--- src/rtl/vb_pkg.sv ---
package vb_pkg;
    localparam int unsigned VB_DEF_ENTRIES = 4;
    localparam int unsigned VB_DEF_ADDR_W  = 12;
    localparam int unsigned VB_DEF_LINE_W  = 32;

    function automatic int unsigned vb_idx_w(input int unsigned n);
        return (n > 1) ? $clog2(n) : 1;
    endfunction
endpackage

--- src/rtl/vb_match.sv ---
module vb_match #(
    parameter int unsigned N  = 4,
    parameter int unsigned AW = 12,
    parameter int unsigned IW = 2
) (
    input  logic                  clk,
    input  logic                  rst_n,
    input  logic [N-1:0]          vld,
    input  logic [N-1:0][AW-1:0]  tags,
    input  logic [AW-1:0]         key,
    output logic                  hit,
    output logic [IW-1:0]         idx
);
    logic [N-1:0] hit_vec;

    for (genvar g = 0; g < N; g++) begin : g_cmp
        assign hit_vec[g] = vld[g] && (tags[g] == key);
    end

    always_comb begin
        idx = '0;
        for (int i = 0; i < N; i++) begin
            if (hit_vec[i]) idx = IW'(i);
        end
    end

    assign hit = |hit_vec;


    single_match_chk: assert property (@(posedge clk) disable iff (!rst_n)
        $onehot0(hit_vec));
endmodule

--- src/rtl/vb_lru.sv ---
module vb_lru #(
    parameter int unsigned N  = 4,
    parameter int unsigned IW = 2
) (
    input  logic          clk,
    input  logic          rst_n,
    input  logic          touch,
    input  logic [IW-1:0] touch_idx,
    input  logic [N-1:0]  vld,
    output logic [IW-1:0] victim_idx
);
    typedef struct packed {
        logic [N-1:0][IW-1:0] rank;
    } lru_state_t;

    lru_state_t st_q, st_d;
    logic       found_free;

    always_comb begin
        st_d = st_q;
        if (touch) begin
            for (int i = 0; i < N; i++) begin
                if (IW'(i) == touch_idx)
                    st_d.rank[i] = '0;
                else if (st_q.rank[i] < st_q.rank[touch_idx])
                    st_d.rank[i] = st_q.rank[i] + 1'b1;
            end
        end
    end

    always_comb begin
        victim_idx = '0;
        found_free = 1'b0;
        for (int i = 0; i < N; i++) begin
            if (st_q.rank[i] == IW'(N - 1)) victim_idx = IW'(i);
        end
        for (int i = 0; i < N; i++) begin
            if (!vld[i] && !found_free) begin
                victim_idx = IW'(i);
                found_free = 1'b1;
            end
        end
    end

    always_ff @(posedge clk) begin
        if (!rst_n) begin
            for (int i = 0; i < N; i++) st_q.rank[i] <= IW'(i);
        end else begin
            st_q <= st_d;
        end
    end

    logic [N-1:0] rank_seen;
    always_comb begin
        rank_seen = '0;
        for (int i = 0; i < N; i++) rank_seen[st_q.rank[i]] = 1'b1;
    end


    rank_perm_chk: assert property (@(posedge clk) disable iff (!rst_n)
        &rank_seen);
endmodule

--- src/rtl/victim_buf.sv ---
module victim_buf
    import vb_pkg::*;
#(
    parameter int unsigned ENTRIES = VB_DEF_ENTRIES,
    parameter int unsigned ADDR_W  = VB_DEF_ADDR_W,
    parameter int unsigned LINE_W  = VB_DEF_LINE_W
) (
    input  logic              clk,
    input  logic              rst_n,
    input  logic              lk_valid,
    input  logic [ADDR_W-1:0] lk_addr,
    input  logic              lk_ev_valid,
    input  logic [ADDR_W-1:0] lk_ev_addr,
    input  logic [LINE_W-1:0] lk_ev_data,
    input  logic              lk_ev_dirty,
    output logic              rsp_valid,
    output logic              rsp_hit,
    output logic [LINE_W-1:0] rsp_data,
    output logic              rsp_dirty,
    output logic              nl_req_valid,
    output logic [ADDR_W-1:0] nl_req_addr,
    output logic              wb_valid,
    output logic [ADDR_W-1:0] wb_addr,
    output logic [LINE_W-1:0] wb_data
);
    localparam int unsigned IW = vb_idx_w(ENTRIES);

    typedef struct packed {
        logic [ENTRIES-1:0]             vld;
        logic [ENTRIES-1:0]             dty;
        logic [ENTRIES-1:0][ADDR_W-1:0] tag;
        logic [ENTRIES-1:0][LINE_W-1:0] dat;
        logic                           rsp_valid;
        logic                           rsp_hit;
        logic [LINE_W-1:0]              rsp_data;
        logic                           rsp_dirty;
        logic                           nl_valid;
        logic [ADDR_W-1:0]              nl_addr;
        logic                           wb_valid;
        logic [ADDR_W-1:0]              wb_addr;
        logic [LINE_W-1:0]              wb_data;
    } vb_state_t;

    vb_state_t st_q, st_d;

    logic          m_hit;
    logic [IW-1:0] m_idx;
    logic [IW-1:0] victim_idx;
    logic          touch;
    logic [IW-1:0] touch_idx;

    vb_match #(.N(ENTRIES), .AW(ADDR_W), .IW(IW)) u_match (
        .clk   (clk),
        .rst_n (rst_n),
        .vld   (st_q.vld),
        .tags  (st_q.tag),
        .key   (lk_addr),
        .hit   (m_hit),
        .idx   (m_idx)
    );

    vb_lru #(.N(ENTRIES), .IW(IW)) u_lru (
        .clk        (clk),
        .rst_n      (rst_n),
        .touch      (touch),
        .touch_idx  (touch_idx),
        .vld        (st_q.vld),
        .victim_idx (victim_idx)
    );

    always_comb begin
        st_d           = st_q;
        st_d.rsp_valid = 1'b0;
        st_d.rsp_hit   = 1'b0;
        st_d.nl_valid  = 1'b0;
        st_d.wb_valid  = 1'b0;
        touch          = 1'b0;
        touch_idx      = '0;
        if (lk_valid) begin
            st_d.rsp_valid = 1'b1;
            if (m_hit) begin
                st_d.rsp_hit   = 1'b1;
                st_d.rsp_data  = st_q.dat[m_idx];
                st_d.rsp_dirty = st_q.dty[m_idx];
                if (lk_ev_valid) begin
                    st_d.vld[m_idx] = 1'b1;
                    st_d.tag[m_idx] = lk_ev_addr;
                    st_d.dat[m_idx] = lk_ev_data;
                    st_d.dty[m_idx] = lk_ev_dirty;
                    touch           = 1'b1;
                    touch_idx       = m_idx;
                end else begin
                    st_d.vld[m_idx] = 1'b0;
                end
            end else begin
                st_d.rsp_data  = '0;
                st_d.rsp_dirty = 1'b0;
                st_d.nl_valid  = 1'b1;
                st_d.nl_addr   = lk_addr;
                if (lk_ev_valid) begin
                    if (st_q.vld[victim_idx] && st_q.dty[victim_idx]) begin
                        st_d.wb_valid = 1'b1;
                        st_d.wb_addr  = st_q.tag[victim_idx];
                        st_d.wb_data  = st_q.dat[victim_idx];
                    end
                    st_d.vld[victim_idx] = 1'b1;
                    st_d.tag[victim_idx] = lk_ev_addr;
                    st_d.dat[victim_idx] = lk_ev_data;
                    st_d.dty[victim_idx] = lk_ev_dirty;
                    touch                = 1'b1;
                    touch_idx            = victim_idx;
                end
            end
        end
    end

    always_ff @(posedge clk) begin
        if (!rst_n) begin
            st_q <= '0;
        end else begin
            st_q <= st_d;
        end
    end

    assign rsp_valid    = st_q.rsp_valid;
    assign rsp_hit      = st_q.rsp_hit;
    assign rsp_data     = st_q.rsp_data;
    assign rsp_dirty    = st_q.rsp_dirty;
    assign nl_req_valid = st_q.nl_valid;
    assign nl_req_addr  = st_q.nl_addr;
    assign wb_valid     = st_q.wb_valid;
    assign wb_addr      = st_q.wb_addr;
    assign wb_data      = st_q.wb_data;


    rsp_needs_lookup_chk: assert property (@(posedge clk) disable iff (!rst_n)
        rsp_valid |-> $past(lk_valid));


    miss_request_chk: assert property (@(posedge clk) disable iff (!rst_n)
        nl_req_valid |-> rsp_valid && !rsp_hit);


    hit_no_request_chk: assert property (@(posedge clk) disable iff (!rst_n)
        rsp_hit |-> rsp_valid && !nl_req_valid);


    wb_on_insert_chk: assert property (@(posedge clk) disable iff (!rst_n)
        wb_valid |-> nl_req_valid && $past(lk_ev_valid));
endmodule

--- config.mk ---
export PLATFORM = sky130hd
export DESIGN_NAME = victim_buf
export DESIGN_NICKNAME = d
export VERILOG_FILES = /design/src/rtl/vb_pkg.sv /design/src/rtl/vb_match.sv /design/src/rtl/vb_lru.sv /design/src/rtl/victim_buf.sv
export SDC_FILE = /design/constraint.sdc
export NUM_CORES = 1
export LEC_CHECK = 0
export ABC_AREA = 1
export BUFFER_PORTS_ARGS = -buffer_cell sky130_fd_sc_hd__buf_2
export CAP_MARGIN = 20
export CELL_PAD_IN_SITES_DETAIL_PLACEMENT = 1
export CELL_PAD_IN_SITES_GLOBAL_PLACEMENT = 1
export CORE_MARGIN = 3
export CORE_UTILIZATION = 42
export CTS_BUF_LIST = sky130_fd_sc_hd__clkbuf_16
export DETAILED_ROUTE_END_ITERATION = 8
export PLACE_DENSITY = 0.91
export SETUP_SLACK_MARGIN = 0.1
export SLEW_MARGIN = 25
export SYNTH_ARGS = -nofsm -noshare
export SYNTH_HDL_FRONTEND = slang
export SYNTH_HIERARCHICAL = 1
export SYNTH_SLANG_ARGS = --single-unit
export TNS_END_PERCENT = 50
--- constraint.sdc ---
create_clock -name clk -period 4.75 [get_ports clk]
set_clock_uncertainty 0.1 [all_clocks]
set_input_delay 0.95 -clock clk [delete_from_list [all_inputs] [get_ports clk]]
set_output_delay 0.95 -clock clk [all_outputs]
set_load 0.005 [all_outputs]
==> impl_results.md <==
- Slowest stage cell, crit path: a221oi_1
- Max Cap Viol: 0
- Clk pwr share: 42.7%
- R2r endpoint: u_lru/st_q[5]$_SDFFE_PN1P_
- Hold Crit Depth: 2
- Total core area: 34630 um2
- Crit. End Element: register
- Global-route wire length before repair: 81940 um
- Vias in the first global route: 15690
- DRC: 0
- Predominant post-synthesis flop cell: dfxtp_1
- Reg power frac: 47.5%
- P&R area growth vs syn: 8.517%
- Vias/cell: 5.560
- Maximum clock insertion buffer count: 3
- Post-CTS Hold Buffers: 0
- Power Internal: 3829 uW
- #FFs+latches synth: 285
- Post-DRT Antenna Nets: 0
- Post-CTS Setup Inserts: 0
- CTS root buffer: clkbuf_16
- Largest net degree at the start of global routing: 193
- Final worst path period share: 84.16%
- DR pass1 iterations: 5
- Number of synthesized flops with an enable pin: 0
- Total Routing Usage GR: 26.27%
- CTS resizes: 0
- Ys Warns: 6
- Clock transition at path regs: 60 ps
- CP Data Arrival Time: 4330 ps
- Area of the die: 37510 um2
- Post-Place Cells: 2654
- Avg Inst Size Synth: 6.560 um2
- Ys async rst share: 0%
- TritonCTS clock tree: done
- Initial Utilization: 42.72%
- Die height: 193.7 um
- Syn nets: 2323
- I/O Buffers: 153
- WL per Instance: 19.03 um
- Sequential area share after synthesis: 38.57%
- Max FO, Critical Path: 10
- Peak VDD IR: 0.0002978 V
- DRT Wirelength: 51590 um
- Fin crit period: 3998 ps
- Die W: 193.7 um
- Worst min-delay path startpoint: rsp_data[4]$_SDFFE_PN0P_
- Final GP Congestion: 0.8975
- Share of cells above drive strength 1: 11.94%
- HPWL Detailed: 31920 um
- Synth unique cells: 36
- Clk_lat worst skew: 580 ps
- Final hold viol count: 0
- Status: finished clean
- Initial antenna violation count: 5
- H-Tree Depth: 1
- CP Cell Sequence: buf_2, inv_2, o21ai_0, nor2_1, nand2_2, nor2_2, nand2_2, nand2_2, inv_2, nand2_2, inv_2, o21ai_0, a21oi_1, inv_2, nand2_1, a21oi_1, a221oi_1, ha_1, nand2_1, nand2_1, nand2_2, nand2_1, nand2_1, nand3_1
- Final cell count without fillers: 2711
- Comb pwr share: 9.8%
- R2R setup slack: 830 ps
- Critical Path Max Stage Delay: 500 ps
- Net count, final: 2300
- NetSw: 1422 uW
- Synthesized area: 14790 um2
- Hold Crit Class: reg2reg
- Setup TNS: 0 ps
- Req. time, crit path: 5080 ps
- GRT Residual Overflow: 0
- Fillcell total: 4584
- Setup crit start kind: input port
- Io pins: 154
- Slew @ Worst Pin: 960.7 ps
- Cells after synthesis: 2255
- Max frequency: 0.2501 GHz
- # clock sinks: 285
- Num CTS Buffers: 31
- Power Dens Cells: 327.1 nW/um2
- Row count: 68
- Hold Path Sink: rsp_data[4]$_SDFFE_PN0P_
- Switching Share: 27.09%
- Reg2Reg Depth: 19
- Max-Slew Margin vs Limit: 35.80%
- Pins Over Slew Limit: 0
- P_leak: 0.007180 uW
- Final setup viols: 0
- RSZ-0062 raised after global routing: false
- CP Class: in2reg
- Initial DRC Count: 1037
- Detailed-route via count: 15070
[worst max-delay path: cells and delay by family]
| family | cells | cell delay [ps] |
|---|---|---|
| compound gates | 5 | 1340 |
| fa+ha+maj | 1 | 350 |
| buf+inv | 5 | 620 |
| simple gates | 13 | 1060 |
[sequential cells by signal, indices dropped and copies added (netlist names), 8 cells and up, named ones only]
register,flops
nl_req_addr,12
rsp_data,32
st_q,180
u_lru/st_q,8
wb_addr,12
wb_data,32
[how the worst max path moves through the flow]
stage               start                         end  slack [ps]  cells after the start
2_1_floorplan  lk_addr[2]  u_lru/st_q[5]$_SDFFE_PN1P_        1150                     22
6_report       lk_addr[1]  u_lru/st_q[5]$_SDFFE_PN1P_         750                     24
5_1_grt        lk_addr[4]  u_lru/st_q[5]$_SDFFE_PN1P_         390                     25
3_5_place_dp   lk_addr[1]  u_lru/st_q[6]$_SDFFE_PN1P_         220                     24
3_3_place_gp   lk_addr[1]  u_lru/st_q[2]$_SDFFE_PN1P_         480                     24
4_1_cts        lk_addr[1]  u_lru/st_q[6]$_SDFFE_PN1P_         820                     24
[layout make-up]
class	count	area, um2	area share (%)
inverters	218	823.3	5.129
flip-flops and latches	285	5705	35.54
diodes	3	7.507	0.04677
repair buffers	177	1030	6.415
well taps	455	569.3	3.546
clock inverters	23	130.1	0.8106
clock buffers	31	775.7	4.832
multi-input cells	1519	7012	43.68
[power by group through the flow]
| stage | Sequential [uW] | Combinational (uW) | Clock [uW] |
|---|---|---|---|
| floorplan | 2530 | 350 | 0 |
| global placement | 2540 | 483 | 0 |
| detailed placement | 2540 | 506 | 0 |
| CTS | 2490 | 511 | 2280 |
| global route | 2500 | 570 | 2380 |
| finish | 2490 | 516 | 2240 |
[layout by cell type (no fill, tap or decap), types with 3 or more instances in the layout]
master     instances
nand3_1          182
nor3_1             4
nor2_2             8
buf_12             6
diode_2            3
a22oi_1           12
buf_2            152
nand2_1          610
o21ai_0           99
ha_1               7
o21ai_1           12
dfxtp_1          285
clkinv_1          12
inv_2             19
nand2_2           12
nor2_1           281
nor2_4             6
a21oi_1          189
clkinv_2           3
o2111ai_1         71
nand4_1            4
buf_4             18
clkbuf_16         31
inv_1            202
o211ai_1           3
[synthesized netlist by cell type, types with 2 or more instances]
cell | count | area [um2]
clkbuf_1 | 74 | 277.8
clkbuf_2 | 2 | 10.01
a31oi_1 | 2 | 12.51
clkinv_1 | 2 | 7.510
o21ai_0 | 99 | 495.5
nor2_1 | 282 | 1059
inv_1 | 197 | 739.5
or2_0 | 2 | 12.51
a21oi_1 | 189 | 945.9
dfxtp_1 | 285 | 5705
nor2_2 | 12 | 75.07
nor3_1 | 4 | 20.02
o2111ai_1 | 71 | 621.9
nand3_2 | 4 | 40.04
a22oi_1 | 12 | 90.09
buf_2 | 33 | 165.2
o21ai_1 | 12 | 60.06
buf_4 | 103 | 773.2
nand2_1 | 610 | 2290
inv_2 | 19 | 71.32
buf_6 | 3 | 33.78
xnor2_1 | 2 | 17.52
nand3_1 | 182 | 910.9
nand2_2 | 13 | 81.33
o211ai_1 | 3 | 22.52
nand4_1 | 4 | 25.02
buf_1 | 18 | 67.56
ha_1 | 7 | 87.58
a21boi_0 | 2 | 15.01
[logic make-up (layout without fill, tap and decap cells)]
logic type | after synthesis | after routing | share of synthesized area [%]
other | 0 | 3 | 0
XOR/XNOR | 2 | 2 | 0.1184
AO/OA/AOI/OAI | 393 | 393 | 15.47
adder cells (fa/ha/maj) | 7 | 7 | 0.5920
flip-flops | 285 | 285 | 38.57
AND/OR/NAND/NOR | 1117 | 1117 | 30.75
buffers and inverters | 451 | 449 | 14.51
[metal layers]
metal / vias to the layer above / global-route usage (%) / part of all wire [%]
met2: 488 / 45.08 / 48
li1: 7120 / - / -
met5: - / 0 / 0.045
met4: 4 / 10.72 / 3.4
met3: 131 / 3.440 / 5.9
met1: 7331 / 33.48 / 43
[metrics by stage]
step | utilization (%) | hold WS, ps | setup WS (ps) | cell area (um2) | total power [uW]
after detailed placement | 43.72 | 364.8 | 217.1 | 15140 | 3050
final | 46.36 | 369.5 | 752.2 | 16050 | 5251
after global routing | 46.36 | 396.0 | 392.8 | 16050 | 5447
after CTS | 46.34 | 375.8 | 820.2 | 16050 | 5282
after global placement | 43.72 | 355.3 | 478.2 | 15140 | 3023
after floorplan | - | 344.4 | 1151 | 14790 | 2878
Power figures use the tool's default switching activity.
